File: src/rtl/seq_mul_pkg.sv
// Package: seq_mul_pkg
// Holds the types shared by the sequential multiplier's modules.
// Assumes nothing beyond IEEE 1800-2017 packages.
package seq_mul_pkg;

    // The two control states of the multiplier
    typedef enum logic {
        ST_IDLE = 1'b0,
        ST_RUN  = 1'b1
    } mul_state_t;

endpackage

File: src/rtl/seq_mul_ctrl.sv
// Module: seq_mul_ctrl
// Sequences one multiplication: it accepts a request while idle, counts W
// accumulate steps, and flags the last step and completion.
// Assumes W >= 2. The reset is synchronous and active low.
module seq_mul_ctrl
    import seq_mul_pkg::*;
#(
    parameter int W = 8
) (
    input  logic clk,
    input  logic rst_n,
    input  logic start,
    output logic busy,
    output logic done,
    output logic load,
    output logic last
);
    localparam int CW = $clog2(W);
    localparam logic [CW-1:0] LAST_STEP = CW'(W - 1);

    mul_state_t    state;
    logic [CW-1:0] step_cnt;

    // Decodes the control outputs from the state and the step count
    always_comb begin
        busy = (state == ST_RUN);
        load = (state == ST_IDLE) && start;
        last = busy && (step_cnt == LAST_STEP);
    end

    // Advances the state, the step counter and the done pulse
    always_ff @(posedge clk) begin
        if (!rst_n) begin
            state    <= ST_IDLE;
            step_cnt <= '0;
            done     <= 1'b0;
        end else begin
            done <= 1'b0;
            case (state)
                ST_IDLE: begin
                    if (start) begin
                        state    <= ST_RUN;
                        step_cnt <= '0;
                    end
                end
                ST_RUN: begin
                    if (step_cnt == LAST_STEP) begin
                        state <= ST_IDLE;
                        done  <= 1'b1;
                    end else begin
                        step_cnt <= step_cnt + 1'b1;
                    end
                end
                default: state <= ST_IDLE;
            endcase
        end
    end

endmodule

File: src/rtl/seq_mul_opshift.sv
// Module: seq_mul_opshift
// Holds the two operands for the run. X shifts right so that only its low
// bit is examined. Y is extended to the product width on load and shifts
// left one place per step. Also keeps X's signedness for the final step.
// Assumes load and step are never high together.
module seq_mul_opshift #(
    parameter int W = 8
) (
    input  logic           clk,
    input  logic           rst_n,
    input  logic           load,
    input  logic           step,
    input  logic [W-1:0]   x_in,
    input  logic [W-1:0]   y_in,
    input  logic           x_signed_in,
    input  logic           y_signed_in,
    output logic           x_bit,
    output logic [2*W-1:0] y_aligned,
    output logic           x_is_signed
);
    localparam int PW = 2 * W;

    logic [W-1:0]  x_q;
    logic [PW-1:0] y_q;
    logic          xs_q;
    logic          y_fill;

    // Sign fill for Y: copies its top bit only when Y is signed
    always_comb y_fill = y_signed_in & y_in[W-1];

    // Loads the operands on a request and shifts them on every step
    always_ff @(posedge clk) begin
        if (!rst_n) begin
            x_q  <= '0;
            y_q  <= '0;
            xs_q <= 1'b0;
        end else if (load) begin
            x_q  <= x_in;
            y_q  <= {{W{y_fill}}, y_in};
            xs_q <= x_signed_in;
        end else if (step) begin
            x_q <= x_q >> 1;
            y_q <= y_q << 1;
        end
    end

    // Presents the examined bit, the aligned multiplicand and the mode
    always_comb begin
        x_bit       = x_q[0];
        y_aligned   = y_q;
        x_is_signed = xs_q;
    end

endmodule

File: src/rtl/seq_mul_pp.sv
// Module: seq_mul_pp
// Forms the term for one step: the aligned Y gated by the current X bit.
// On the last step of a signed-X run the term is negated.
// Purely combinational. Assumes y_aligned is already sign-extended.
module seq_mul_pp #(
    parameter int W = 8
) (
    input  logic           x_bit,
    input  logic [2*W-1:0] y_aligned,
    input  logic           last,
    input  logic           x_is_signed,
    output logic [2*W-1:0] term
);
    localparam int PW = 2 * W;

    logic [PW-1:0] gated;
    logic          negate;

    // Gates Y by the X bit and applies the two's-complement negation
    always_comb begin
        gated  = {PW{x_bit}} & y_aligned;
        negate = last & x_is_signed;
        term   = negate ? (~gated + PW'(1)) : gated;
    end

endmodule

File: src/rtl/seq_mul_acc.sv
// Module: seq_mul_acc
// Running-sum register: cleared on a new request, adds one term per step,
// and holds otherwise. Its value is the block's product output.
// Assumes load and step are never high together.
module seq_mul_acc #(
    parameter int W = 8
) (
    input  logic           clk,
    input  logic           rst_n,
    input  logic           load,
    input  logic           step,
    input  logic [2*W-1:0] term,
    output logic [2*W-1:0] sum
);
    // Clears, accumulates or holds the running sum
    always_ff @(posedge clk) begin
        if (!rst_n) begin
            sum <= '0;
        end else if (load) begin
            sum <= '0;
        end else if (step) begin
            sum <= sum + term;
        end
    end

endmodule

File: src/rtl/seq_mul.sv
// Module: seq_mul
// W x W multiplier that adds one partial product per clock. Each operand
// has its own signedness flag. The product is ready W cycles after an
// accepted start, marked by a one-cycle done pulse.
// Assumes a synchronous active-low reset; start is ignored while busy.
module seq_mul #(
    parameter int W = 8
) (
    input  logic           clk,
    input  logic           rst_n,
    input  logic           start,
    input  logic [W-1:0]   mul_x,
    input  logic [W-1:0]   mul_y,
    input  logic           x_signed,
    input  logic           y_signed,
    output logic           busy,
    output logic           done,
    output logic [2*W-1:0] product
);
    localparam int PW = 2 * W;

    logic          load;
    logic          last;
    logic          x_bit;
    logic          x_is_signed;
    logic [PW-1:0] y_aligned;
    logic [PW-1:0] term;

    seq_mul_ctrl #(.W(W)) ctrl_i (
        .clk   (clk),
        .rst_n (rst_n),
        .start (start),
        .busy  (busy),
        .done  (done),
        .load  (load),
        .last  (last)
    );

    seq_mul_opshift #(.W(W)) ops_i (
        .clk         (clk),
        .rst_n       (rst_n),
        .load        (load),
        .step        (busy),
        .x_in        (mul_x),
        .y_in        (mul_y),
        .x_signed_in (x_signed),
        .y_signed_in (y_signed),
        .x_bit       (x_bit),
        .y_aligned   (y_aligned),
        .x_is_signed (x_is_signed)
    );

    seq_mul_pp #(.W(W)) pp_i (
        .x_bit       (x_bit),
        .y_aligned   (y_aligned),
        .last        (last),
        .x_is_signed (x_is_signed),
        .term        (term)
    );

    seq_mul_acc #(.W(W)) acc_i (
        .clk   (clk),
        .rst_n (rst_n),
        .load  (load),
        .step  (busy),
        .term  (term),
        .sum   (product)
    );

endmodule

File: config.mk
export PLATFORM = sky130hd
export DESIGN_NAME = seq_mul
export DESIGN_NICKNAME = d
export VERILOG_FILES = /design/src/rtl/seq_mul_pkg.sv /design/src/rtl/seq_mul_ctrl.sv /design/src/rtl/seq_mul_opshift.sv /design/src/rtl/seq_mul_pp.sv /design/src/rtl/seq_mul_acc.sv /design/src/rtl/seq_mul.sv
export SDC_FILE = /design/constraint.sdc
export NUM_CORES = 1
export LEC_CHECK = 0
export ABC_AREA = 1
export BUFFER_PORTS_ARGS = -buffer_cell sky130_fd_sc_hd__buf_2
export CAP_MARGIN = 20
export CORE_MARGIN = 3
export CORE_UTILIZATION = 63
export DETAILED_ROUTE_END_ITERATION = 8
export PLACE_DENSITY = 0.86
export SKIP_CTS_REPAIR_TIMING = 1
export SLEW_MARGIN = 40
export SYNTH_ARGS = -nofsm -noshare
export SYNTH_HDL_FRONTEND = slang
export SYNTH_SLANG_ARGS = --single-unit
File: constraint.sdc
create_clock -name clk -period 6.45 [get_ports clk]
set_input_delay 0.3225 -clock clk [delete_from_list [all_inputs] [get_ports clk]]
set_output_delay 0.3225 -clock clk [all_outputs]
set_load 0.005 [all_outputs]
==> impl_metrics.prom <==
# TYPE chip_impl_metric gauge
chip_impl_info{name="tritoncts",value="done"} 1
chip_impl_info{name="crit_slowest_cell",value="dfxtp_1"} 1
chip_impl_metric{name="layoutNonFillerInstCount",unit=""} 568
chip_impl_metric{name="drv.max_cap_violation_count",unit=""} 0
chip_impl_metric{name="static-leakage-power",unit="nW"} 2.00
chip_impl_metric{name="finalSetupViolations",unit=""} 0
chip_impl_info{name="startpoint_kind_of_the_worst_setup_timing_path",value="flip-flop"} 1
chip_impl_metric{name="vdd.ir_drop.worst",unit="V"} 0.000128
chip_impl_metric{name="post_synth_inst_count",unit=""} 471
chip_impl_metric{name="num_io_pins",unit=""} 39
chip_impl_metric{name="synth-compound-area-share",unit="%"} 13.5
chip_impl_metric{name="area_share_of_the_largest_cell_type_after_synthesis",unit="%"} 29.6
chip_impl_metric{name="grt_start_max_net_pins",unit=""} 49
chip_impl_info{name="path_class",value="reg2reg"} 1
chip_impl_info{name="worstSetupEndpointType",value="flip-flop"} 1
chip_impl_metric{name="critical_path_required",unit="ps"} 6650
chip_impl_metric{name="ys_seq_area_share",unit="%"} 29.6
chip_impl_metric{name="die_width",unit="um"} 76.3
chip_impl_metric{name="ys_seq_elements",unit=""} 46
chip_impl_info{name="ctsRootBufferMaster",value="clkbuf_8"} 1
chip_impl_metric{name="synthesis.area_per_instance",unit="um2"} 6.61
chip_impl_metric{name="initial_utilization",unit="%"} 68.2
chip_impl_metric{name="finClkSkew",unit="ps"} 7.32
chip_impl_metric{name="fmaxAchievable",unit="GHz"} 0.297
chip_impl_metric{name="basic_gate_share_of_the_synthesized_area_counting_and_or_nand_and_nor_cells",unit="%"} 31.8
chip_impl_metric{name="power.density_cell_area",unit="nW/um2"} 183
chip_impl_metric{name="synth-warning-count",unit=""} 0
chip_impl_info{name="synthDominantAreaCellType",value="dfxtp_1"} 1
chip_impl_metric{name="cpPeakStageDelay",unit="ps"} 850
chip_impl_metric{name="sink_count_of_the_clock_tree",unit=""} 46
chip_impl_info{name="main_combinational_cell_family_by_area_after_synthesis",value="simple AND/OR/NAND/NOR gates"} 1
chip_impl_metric{name="period_share",unit="%"} 52.3
chip_impl_metric{name="yosys.area_share.xor_xnor",unit="%"} 6.19
chip_impl_metric{name="path_max_fanout",unit=""} 17
chip_impl_metric{name="fin_crit",unit="ps"} 3370
chip_impl_metric{name="worstPathBufferInverterCount",unit=""} 2
chip_impl_metric{name="antenna_found_initial",unit=""} 0
chip_impl_metric{name="synth_fp_nets",unit=""} 514
chip_impl_metric{name="placementRows",unit=""} 24
chip_impl_metric{name="max-clock-path-buffers",unit=""} 2
chip_impl_metric{name="synth_area",unit="um2"} 3110
chip_impl_metric{name="arrival_time_at_the_worst_endpoint",unit="ps"} 3580
chip_impl_metric{name="dp.final_hpwl",unit="mm"} 5.20
chip_impl_metric{name="slew_headroom",unit="%"} 46.6
chip_impl_metric{name="coreArea",unit="um2"} 4560
chip_impl_metric{name="drc_errors",unit=""} 0
chip_impl_metric{name="dp.cells",unit=""} 561
chip_impl_metric{name="die_height",unit="um"} 76.3
chip_impl_metric{name="power.total",unit="mW"} 0.627
chip_impl_metric{name="place_congestion",unit=""} 0.984
chip_impl_metric{name="grt.overflow.total",unit=""} 0
chip_impl_info{name="status",value="finished clean"} 1
chip_impl_metric{name="grt_first_pass_wirelength",unit="mm"} 12.0
chip_impl_metric{name="layout_overhead_on_the_synthesized_area",unit="%"} 10.0
chip_impl_metric{name="numCtsBuffers",unit=""} 5
chip_impl_info{name="post_synth_main_area_contributors",value="dfxtp_1, nand2_1, ha_1"} 1
chip_impl_metric{name="grt_util_all_layers",unit="%"} 24.4
chip_impl_info{name="worst_hold_path_type",value="in2reg"} 1
chip_impl_metric{name="detailedRoute.firstIterationViolations",unit=""} 154
chip_impl_info{name="rsz0062_at_grt",value="no"} 1
chip_impl_metric{name="clock_insertion_delay_worst_skew",unit="ps"} 300
chip_impl_metric{name="htree_depth",unit=""} 2
chip_impl_metric{name="n_antenna_cell",unit=""} 0
chip_impl_metric{name="dieArea",unit="um2"} 5820
chip_impl_metric{name="slew_viol_final",unit=""} 0
chip_impl_info{name="timing.critical_path.cells",value="nand2_1, ha_1, and3_1, or2_2, xor2_1, ha_1, nand2_1, inv_1, a21oi_1, o21ai_0, xor2_1, o21ai_0, inv_1"} 1
chip_impl_metric{name="clk_pin_slew_worst_paths",unit="ps"} 90
chip_impl_metric{name="grt_pass1_vias",unit=""} 2812
chip_impl_metric{name="final_net_count",unit=""} 546
chip_impl_metric{name="timing.setup.tns",unit="ps"} 0
chip_impl_metric{name="viasPerCell",unit=""} 5.31
chip_impl_metric{name="synth_fa_ha_area_share",unit="%"} 9.08
chip_impl_metric{name="yosys.cell_types.count",unit=""} 29
chip_impl_metric{name="ant_nets",unit=""} 0
chip_impl_metric{name="place.port_buffers",unit=""} 38
chip_impl_metric{name="max_slew.worst_pin.slew",unit="ps"} 800
chip_impl_metric{name="synth.mux.area_fraction",unit="%"} 0
chip_impl_metric{name="drt-wirelength-per-cell",unit="um"} 12.2
chip_impl_metric{name="drt_wl_total",unit="mm"} 6.92
chip_impl_metric{name="vias",unit=""} 3014
chip_impl_metric{name="drt_first_pass_iters",unit=""} 5
chip_impl_metric{name="hold_viol_final",unit=""} 0
chip_impl_metric{name="drive_above_1_share",unit="%"} 12.5
chip_impl_info{name="critical_path_s_top_delay_family",value="flip-flops"} 1
[tightest hold or removal path, cell delays in order]
cell and delay (ps):
buf_2 80, nor2_1 40, nor2_1 80
[state kept, by name (all words and copies together), names as in the netlist]
signal / flops
ops_i.y_aligned: 16
ctrl_i.done: 1
ops_i.x_q: 8
ctrl_i.step_cnt: 3
ctrl_i.busy: 1
ops_i.x_is_signed: 1
acc_i.sum: 16
[report_power, final]
part	total (mW)	switching, mW	internal, mW
Combinational	0.0914	0.0563	0.0351
Sequential	0.315	0.0151	0.300
Clock	0.221	0.0972	0.124
Total	0.627	0.169	0.459
[stage by stage]
stage	utilization [%]	worst slack [ps]	area (um2)	hold slack, ps
floorplan	-	3750	3110	437
detailed placement	72.6	3120	3310	458
global route	75.1	2750	3430	267
global placement	72.6	3190	3310	454
finish	75.1	3080	3430	255
CTS	75.1	3090	3430	258
[synthesized netlist by cell type (all sizes together)]
cell / instances
a211oi: 8
a21o: 4
a21oi: 24
a31oi: 5
and3: 1
buf: 4
clkbuf: 11
dfxtp: 46
fa: 1
ha: 21
inv: 59
nand2: 143
nand3: 25
nand4: 3
nor2: 54
nor3: 3
o211ai: 3
o21ai: 28
o21bai: 1
o221ai: 1
or2: 4
xnor2: 6
xor2: 16
[cells by family after synthesis]
group / after synthesis
and+or+nand+nor: 233
adders and majority gates: 22
DFF: 46
buffers and inverters: 74
xor gates and xnor gates: 22
AOI/OAI and AO/OA: 74
[worst paths after layout]
| path | slack (ps) | end | startpoint | depth (start not counted) |
|---|---|---|---|---|
| max | 3080 | acc_i.sum[9]$_SDFFE_PP0P_ | ops_i.x_q[0]$_SDFFE_PN0P_ | 13 |
| min | 260 | ops_i.x_is_signed$_SDFFE_PN0P_ | x_signed | 3 |
| max reg2reg | 3080 | acc_i.sum[9]$_SDFFE_PP0P_ | ops_i.x_q[0]$_SDFFE_PN0P_ | 13 |
| min reg2reg | 470 | ops_i.x_q[7]$_SDFFE_PN0P_ | ops_i.x_q[7]$_SDFFE_PN0P_ | 2 |
[routing by layer]
metal / vias up / global-route usage (%) / wire, um
met3: 21 / 4.14 / 426
met1: 1323 / 29.7 / 3010
met2: 116 / 41.8 / 3270
li1: 1554 / - / -
met4: 0 / 11.1 / 214
met5: - / 0 / 0
[cell usage in the layout, fill, tap and decap left out, types with 4 or more instances in the layout]
cell type / instances
or2_2: 4
xnor2_1: 6
ha_1: 21
nor2_1: 51
a211oi_1: 8
a21o_1: 4
nand2_1: 134
a21oi_1: 24
a31oi_1: 5
clkbuf_8: 6
buf_2: 38
nand2_4: 6
xor2_1: 16
dfxtp_1: 46
nand3_1: 25
inv_1: 59
o21ai_0: 28
[layout make-up]
| cell class | count | area (um2) |
|---|---|---|
| repair buffers | 40 | 205 |
| clock buffers | 6 | 82.6 |
| inverters | 59 | 221 |
| flip-flops and latches | 46 | 921 |
| well taps | 65 | 81.3 |
| clock inverters | 1 | 30.0 |
| multi-input cells | 351 | 1890 |
| fillers | 368 | 1140 |
(Power assumes the default switching activity.)
